===== config.mk =====
export PLATFORM = sky130hd
export DESIGN_NAME = spi_wordframe_master
export DESIGN_NICKNAME = d
export VERILOG_FILES = /design/src/rtl/spi_wf_pkg.sv /design/src/rtl/spi_wf_txq.sv /design/src/rtl/spi_wf_halftick.sv /design/src/rtl/spi_wf_engine.sv /design/src/rtl/spi_wordframe_master.sv
export SDC_FILE = /design/constraint.sdc
export NUM_CORES = 1
export LEC_CHECK = 0
export BUFFER_PORTS_ARGS = -buffer_cell sky130_fd_sc_hd__buf_2
export CORE_MARGIN = 8
export CORE_UTILIZATION = 55
export CTS_CLUSTER_SIZE = 24
export DETAILED_ROUTE_END_ITERATION = 6
export HOLD_SLACK_MARGIN = 0.15
export MAX_ROUTING_LAYER = met4
export PLACE_DENSITY = 0.73
export SLEW_MARGIN = 20
export SYNTH_ARGS = -nofsm -noshare
export SYNTH_HDL_FRONTEND = slang
export SYNTH_SLANG_ARGS = --single-unit

===== constraint.sdc =====
create_clock -name clk -period 3.8 [get_ports clk]
set_input_delay 0.19 -clock clk [delete_from_list [all_inputs] [get_ports clk]]
set_output_delay 0.19 -clock clk [all_outputs]
set_load 0.02 [all_outputs]

===== src/rtl/spi_wf_pkg.sv =====
package spi_wf_pkg;

  // Frame sequencer phases; each non-idle phase lasts one half period
  typedef enum logic [2:0] {
    ST_IDLE,   // select high, waiting for enable and a queued word
    ST_SETUP,  // select low, data line still low
    ST_LEAD,   // first bit presented, clock still low
    ST_HIGH,   // clock high, bit captured at entry
    ST_LOW,    // clock low, next bit presented at entry
    ST_TAIL,   // last fall done, one more half period before release
    ST_GAP     // select high for two half periods
  } seq_state_t;

  localparam int MIN_BITS = 4;

endpackage


===== src/rtl/spi_wf_txq.sv =====
module spi_wf_txq #(
  parameter int DW    = 16,
  parameter int DEPTH = 8
) (
  input  logic          clk,
  input  logic          rst,
  input  logic          push,
  input  logic [DW-1:0] push_data,
  input  logic          pop,
  output logic [DW-1:0] rd_data,
  output logic          empty,
  output logic          full
);
  localparam int AW = $clog2(DEPTH);
  localparam int CW = AW + 1;

  logic [DW-1:0] mem [DEPTH];
  logic [AW-1:0] wr_ptr, rd_ptr;
  logic [CW-1:0] count;
  logic          push_ok, pop_ok;

  assign full    = (count == CW'(DEPTH));
  assign empty   = (count == '0);
  assign push_ok = push && !full;
  assign pop_ok  = pop && !empty;
  assign rd_data = mem[rd_ptr];

  // storage has no reset so it can map onto distributed RAM
  always_ff @(posedge clk) begin
    if (push_ok) mem[wr_ptr] <= push_data;
  end

  always_ff @(posedge clk) begin
    if (rst) begin
      wr_ptr <= '0;
      rd_ptr <= '0;
      count  <= '0;
    end else begin
      if (push_ok) wr_ptr <= wr_ptr + AW'(1);
      if (pop_ok)  rd_ptr <= rd_ptr + AW'(1);
      case ({push_ok, pop_ok})
        2'b10:   count <= count + CW'(1);
        2'b01:   count <= count - CW'(1);
        default: count <= count;
      endcase
    end
  end
endmodule


===== src/rtl/spi_wf_halftick.sv =====
module spi_wf_halftick #(
  parameter int DIVW = 8
) (
  input  logic            clk,
  input  logic            rst,
  input  logic            run,
  input  logic [DIVW-1:0] half_cycles,
  output logic            tick
);
  logic [DIVW-1:0] cnt;
  logic [DIVW-1:0] last;

  assign last = half_cycles - DIVW'(1);
  assign tick = run && (cnt == last);

  always_ff @(posedge clk) begin
    if (rst || !run) cnt <= '0;
    else if (tick)   cnt <= '0;
    else             cnt <= cnt + DIVW'(1);
  end
endmodule


===== src/rtl/spi_wf_engine.sv =====
module spi_wf_engine
  import spi_wf_pkg::*;
#(
  parameter int DW   = 16,
  parameter int DIVW = 8,
  parameter int LENW = $clog2(DW + 1)
) (
  input  logic            clk,
  input  logic            rst,
  input  logic            enable,
  input  logic [DIVW-1:0] half_div,
  input  logic [LENW-1:0] word_len,
  input  logic            q_empty,
  input  logic [DW-1:0]   q_data,
  output logic            q_pop,
  input  logic            tick,
  output logic            run,
  output logic [DIVW-1:0] half_q,
  output logic            sclk,
  output logic            sel_n,
  output logic            mosi,
  input  logic            miso,
  output logic            rx_valid,
  output logic [DW-1:0]   rx_data
);
  seq_state_t      state;
  logic [DW-1:0]   tx_sh, rx_sh;
  logic [LENW-1:0] len_q, len_c, bit_idx;
  logic            gap_half;
  logic            last_bit;
  logic [DW-1:0]   rx_next;

  assign len_c = (word_len < LENW'(MIN_BITS)) ? LENW'(MIN_BITS) :
                 (word_len > LENW'(DW))       ? LENW'(DW) : word_len;
  assign q_pop    = (state == ST_IDLE) && enable && !q_empty;
  assign run      = (state != ST_IDLE);
  assign last_bit = (bit_idx == len_q - LENW'(1));
  assign rx_next  = {rx_sh[DW-2:0], miso};

  always_ff @(posedge clk) begin
    if (rst) begin
      state    <= ST_IDLE;
      tx_sh    <= '0;
      rx_sh    <= '0;
      len_q    <= LENW'(MIN_BITS);
      half_q   <= DIVW'(1);
      bit_idx  <= '0;
      gap_half <= 1'b0;
      sclk     <= 1'b0;
      sel_n    <= 1'b1;
      mosi     <= 1'b0;
      rx_valid <= 1'b0;
      rx_data  <= '0;
    end else begin
      rx_valid <= 1'b0;
      case (state)
        ST_IDLE: begin
          if (q_pop) begin
            tx_sh   <= q_data << (LENW'(DW) - len_c);
            rx_sh   <= '0;
            len_q   <= len_c;
            half_q  <= (half_div == '0) ? DIVW'(1) : half_div;
            bit_idx <= '0;
            sel_n   <= 1'b0;
            state   <= ST_SETUP;
          end
        end
        ST_SETUP: begin
          if (tick) begin
            mosi  <= tx_sh[DW-1];
            state <= ST_LEAD;
          end
        end
        ST_LEAD, ST_LOW: begin
          if (tick) begin
            sclk  <= 1'b1;
            rx_sh <= rx_next;
            if (last_bit) begin
              rx_valid <= 1'b1;
              rx_data  <= rx_next;
            end
            state <= ST_HIGH;
          end
        end
        ST_HIGH: begin
          if (tick) begin
            sclk <= 1'b0;
            if (last_bit) begin
              state <= ST_TAIL;
            end else begin
              bit_idx <= bit_idx + LENW'(1);
              tx_sh   <= tx_sh << 1;
              mosi    <= tx_sh[DW-2];
              state   <= ST_LOW;
            end
          end
        end
        ST_TAIL: begin
          if (tick) begin
            sel_n    <= 1'b1;
            mosi     <= 1'b0;
            gap_half <= 1'b0;
            state    <= ST_GAP;
          end
        end
        ST_GAP: begin
          if (tick) begin
            if (gap_half) state <= ST_IDLE;
            else          gap_half <= 1'b1;
          end
        end
        default: state <= ST_IDLE;
      endcase
    end
  end
endmodule


===== src/rtl/spi_wordframe_master.sv =====
module spi_wordframe_master #(
  parameter int DW    = 16,
  parameter int DEPTH = 8,
  parameter int DIVW  = 8,
  parameter int LENW  = $clog2(DW + 1)
) (
  input  logic            clk,
  input  logic            rst,
  input  logic            enable,
  input  logic [DIVW-1:0] half_div,
  input  logic [LENW-1:0] word_len,
  input  logic            push_valid,
  input  logic [DW-1:0]   push_data,
  output logic            queue_full,
  output logic            sclk,
  output logic            sel_n,
  output logic            mosi,
  input  logic            miso,
  output logic            rx_valid,
  output logic [DW-1:0]   rx_data
);
  logic            q_pop, q_empty, tick, run;
  logic [DW-1:0]   q_data;
  logic [DIVW-1:0] half_q;

  spi_wf_txq #(.DW(DW), .DEPTH(DEPTH)) u_txq (
    .clk(clk), .rst(rst), .push(push_valid), .push_data(push_data),
    .pop(q_pop), .rd_data(q_data), .empty(q_empty), .full(queue_full)
  );

  spi_wf_halftick #(.DIVW(DIVW)) u_tick (
    .clk(clk), .rst(rst), .run(run), .half_cycles(half_q), .tick(tick)
  );

  spi_wf_engine #(.DW(DW), .DIVW(DIVW), .LENW(LENW)) u_engine (
    .clk(clk), .rst(rst), .enable(enable), .half_div(half_div),
    .word_len(word_len), .q_empty(q_empty), .q_data(q_data), .q_pop(q_pop),
    .tick(tick), .run(run), .half_q(half_q), .sclk(sclk), .sel_n(sel_n),
    .mosi(mosi), .miso(miso), .rx_valid(rx_valid), .rx_data(rx_data)
  );
endmodule


==> impl_metrics.py <==
metrics = {
    "run_status": {
        "run_status": "finished clean",
    },
    "floorplan": {
        "initial_core_util_pct": 56.3,
        "design.portCount": 55,
        "core_um2": 17300,
        "die_height_um": 149,
        "fp-row-count": 48,
        "die_width_um": 149,
        "die_area_um2": 22200,
    },
    "clock_network": {
        "clock_path_buffers": 3,
        "root_buffer": "clkbuf_16",
        "clock_latency_ns": 0.51,
        "htree_levels": 1,
        "cts_tree": "yes",
        "cts_made_buffers": 23,
        "numClockSinks": 222,
        "ctsResizeCount": 0,
        "holdBufCountCts": 30,
        "cts_post_setup_buffers_inserted": 0,
        "cts.reportedPaths.clkPinSlew_ns": 0.06,
    },
    "routing": {
        "number_of_design_rule_violations_left_after_detail_routing": 0,
        "routed_wl_um": 21100,
        "route.vias.total": 6552,
        "dr.first_iter.drc_count": 422,
        "first_pass_iteration_count_of_the_detailed_router": 7,
        "routedWlPerCell_um": 18.9,
        "final_antenna_net_count": 0,
        "ratio_of_routed_vias_to_standard_cells": 5.88,
    },
    "synth": {
        "synth_top_area_share_pct": 39.4,
        "synth-seq-area-share_pct": 58.7,
        "synth_seq_cells": 222,
        "post-synth-top-area-cell": "edfxtp_1",
        "synthFlopType": "edfxtp_1",
        "synth_fp_nets": 836,
        "synth_cell_types": 60,
        "synthArstFlopShare_pct": 0,
        "netlist_area_um2": 9750,
        "syn-instance-count": 791,
        "yosys_warnings": 0,
        "netlist_top_cells_area": "edfxtp_1 (39%), dfxtp_1 (19%), mux4_2 (8.1%)",
        "synth-edff-count": 128,
        "synth.avg_cell_area_um2": 12.3,
    },
    "grt": {
        "antenna_found_initial": 1,
        "gr-total-overflow": 0,
        "grt_start_max_net_pins": 54,
        "grt.total_usage_pct": 19.6,
        "grt_pass1_wl_um": 34100,
        "grt_pass1_vias": 6514,
    },
    "hold_path": {
        "min_path_cells": 5,
        "worstHoldPathType": "in2reg",
        "worstHoldStart": "enable",
        "holdPathEnd": "u_engine.state[0]$_SDFFE_PP0P_",
    },
    "cells_and_area": {
        "nNetsFinal": 918,
        "final_layout_size_suffix_gt1_share_pct": 18.6,
        "final.fill_count": 1270,
        "finish.utilization_pct": 65.6,
        "area.growth.synth_to_final_pct": 16.3,
    },
    "placed_design": {
        "port-buffer-count": 54,
        "finalWeightedCongestion": 0.946,
        "hpwlAfterDp_um": 13500,
    },
    "power_and_ir_drop": {
        "total_power_uw": 6750,
        "vdd_ir_drop_max_v": 0.000588,
        "power_density_normalized_to_cell_area_nw_per_um2": 595,
        "leakagePower_uw": 0.00390,
    },
    "job": {
        "cap_violations": 0,
    },
    "timing": {
        "max-slew-margin-rel_pct": 30.4,
        "finalCriticalPeriod_ns": 3.48,
        "drv_slew": 0,
        "timing.clock.skew_ns": 0.00912,
        "timing_worst_slew_pin_value_ns": 1.04,
        "timing_hold_violations_final": 0,
        "fmax_mhz": 287,
        "period_share_pct": 91.7,
        "rsz_0062_raised_after_global_routing": "no",
        "finalSetupTns_ns": 0,
        "setup_violating_endpoint_count_in_the_final_report": 0,
    },
    "setup_path": {
        "timing.critical_path.arrival_ns": 3.94,
        "timing.critical_path.slowest_cell_delay_ns": 0.61,
        "timing.critical_path.slowest_stage_cell": "nor2_1",
        "worst_setup_path_end_kind": "flop",
        "worstSetupPathType": "in2reg",
        "critPathMostFrequentCell": "inv_1",
        "ff2ff_path_depth": 8,
        "rr_endpoint": "u_engine.tx_sh[15]$_SDFFE_PP0P_",
        "critical_path.startpoint_type": "input pin",
        "timing.critical_path.cells": "dlygate4sd3_1, buf_2, o21ba_2, and2_1, inv_1, ha_1, inv_1, a21oi_1, nor2_1, mux4_2, or3_1, o2111ai_1, a221o_1",
        "cp_max_fo": 12,
        "rrSetupSlack_ns": 0.74,
        "worst_ep_required_time_ns": 4.25,
    },
}
## cell usage after synthesis, types with 19 or more instances
| cell type | number |
|---|---|
| edfxtp_1 | 128 |
| dfxtp_1 | 94 |
| nor2_1 | 75 |
| nand2_1 | 56 |
| mux2i_1 | 46 |
| a21oi_1 | 43 |
| mux4_2 | 35 |
| clkbuf_1 | 33 |
| nor3_1 | 33 |
| inv_1 | 22 |
| nand2b_1 | 21 |
| xnor2_1 | 19 |
## sequential cells by signal, indices dropped and copies added (netlist names), 4 cells and up, named ones only
signal and flops:
u_txq.mem 128, u_engine.rx_data 16, u_engine.tx_sh 16, u_engine.rx_sh 15, u_engine.half_q 8, u_tick.cnt 8
u_engine.bit_idx 5, u_engine.len_q 5, u_txq.count 4
## layout make-up
| cell class | count | area, um2 | area share (%) |
|---|---|---|---|
| diodes | 1 | 2.50 | 0.0221 |
| clock buffers | 30 | 654 | 5.77 |
| clock inverters | 10 | 75.1 | 0.662 |
| inverters | 22 | 82.6 | 0.728 |
| multi-input cells | 500 | 3790 | 33.5 |
| flip-flops and latches | 222 | 5730 | 50.5 |
| well taps | 225 | 282 | 2.48 |
| repair buffers | 104 | 721 | 6.36 |
## cell families (layout without fill, tap and decap cells)
group,Yosys count,count (layout),synth area share (%)
multiplexers,89,89,13.7
flip-flops,222,222,58.7
buffers and inverters,69,166,2.84
adder cells (fa/ha/maj),11,11,1.49
AO/OA/AOI/OAI,136,136,9.09
other,0,1,0
XOR/XNOR,28,28,2.52
AND/OR/NAND/NOR,236,236,11.6
## worst max path at each step
stage	slack [ns]	start	to
global route	0.07	word_len[4]	u_engine.tx_sh[15]$_SDFFE_PP0P_
detailed placement	0.40	word_len[4]	u_engine.tx_sh[15]$_SDFFE_PP0P_
floorplan	0.84	word_len[2]	u_engine.tx_sh[6]$_SDFFE_PP0P_
finish	0.32	word_len[4]	u_engine.tx_sh[15]$_SDFFE_PP0P_
CTS	0.36	word_len[4]	u_engine.tx_sh[15]$_SDFFE_PP0P_
global placement	0.52	word_len[4]	u_engine.tx_sh[15]$_SDFFE_PP0P_
## layer usage
metal,vias up,global-route usage [%],routed length [um]
met1,3212,24.6,9180
met5,-,-,0
met3,33,2.76,1050
li1,3130,-,-
met4,0,5.96,410
met2,177,32.5,10500
## through the flow
step	setup WS (ns)	cells	hold slack (ns)	cell area, um2
floorplan	0.838	791	0.289	9750
global placement	0.524	1043	0.442	10300
detailed placement	0.404	1043	0.451	10300
CTS	0.362	1113	0.293	11300
global route	0.0659	1114	0.346	11300
finish	0.316	1114	0.291	11300
## cell usage in the layout (no fill, tap or decap), types with 4 or more instances in the layout
cell type / Yosys / final
a211oi_1: 11 / 11
ha_1: 10 / 10
mux4_2: 35 / 35
a21oi_1: 43 / 43
xor2_1: 9 / 9
dfxtp_1: 94 / 93
nor3_1: 33 / 29
o21ai_0: 18 / 18
a211o_1: 4 / 4
clkinv_2: 0 / 4
mux2i_1: 46 / 46
nand2b_1: 21 / 21
nor3_4: 0 / 4
and2_1: 6 / 6
nand3_1: 15 / 15
nor2_1: 75 / 75
buf_4: 1 / 20
a221oi_1: 5 / 5
o211ai_1: 5 / 5
or3_1: 7 / 7
nand2_1: 56 / 56
dlygate4sd3_1: 0 / 30
edfxtp_1: 128 / 128
inv_1: 22 / 22
mux2_2: 8 / 8
nand4_1: 5 / 5
clkbuf_16: 0 / 24
o22ai_1: 14 / 14
xnor2_1: 19 / 19
and3_1: 4 / 4
buf_2: 5 / 54
## worst max-delay path: cells and delay by family
kind	cells	cell delay [ns]
multiplexers	1	0.60
adder cells (fa/ha/maj)	1	0.23
buffers and inverters	4	0.89
AO/OA/AOI/OAI	4	0.63
AND/OR/NAND/NOR	3	1.40
## where the power goes
part           switching (uW)  internal, uW  leakage, uW
Sequential                207          2770      0.00192
Combinational             936           670      0.00161
Clock                     887          1270     0.000363
Power figures use the tool's default switching activity.
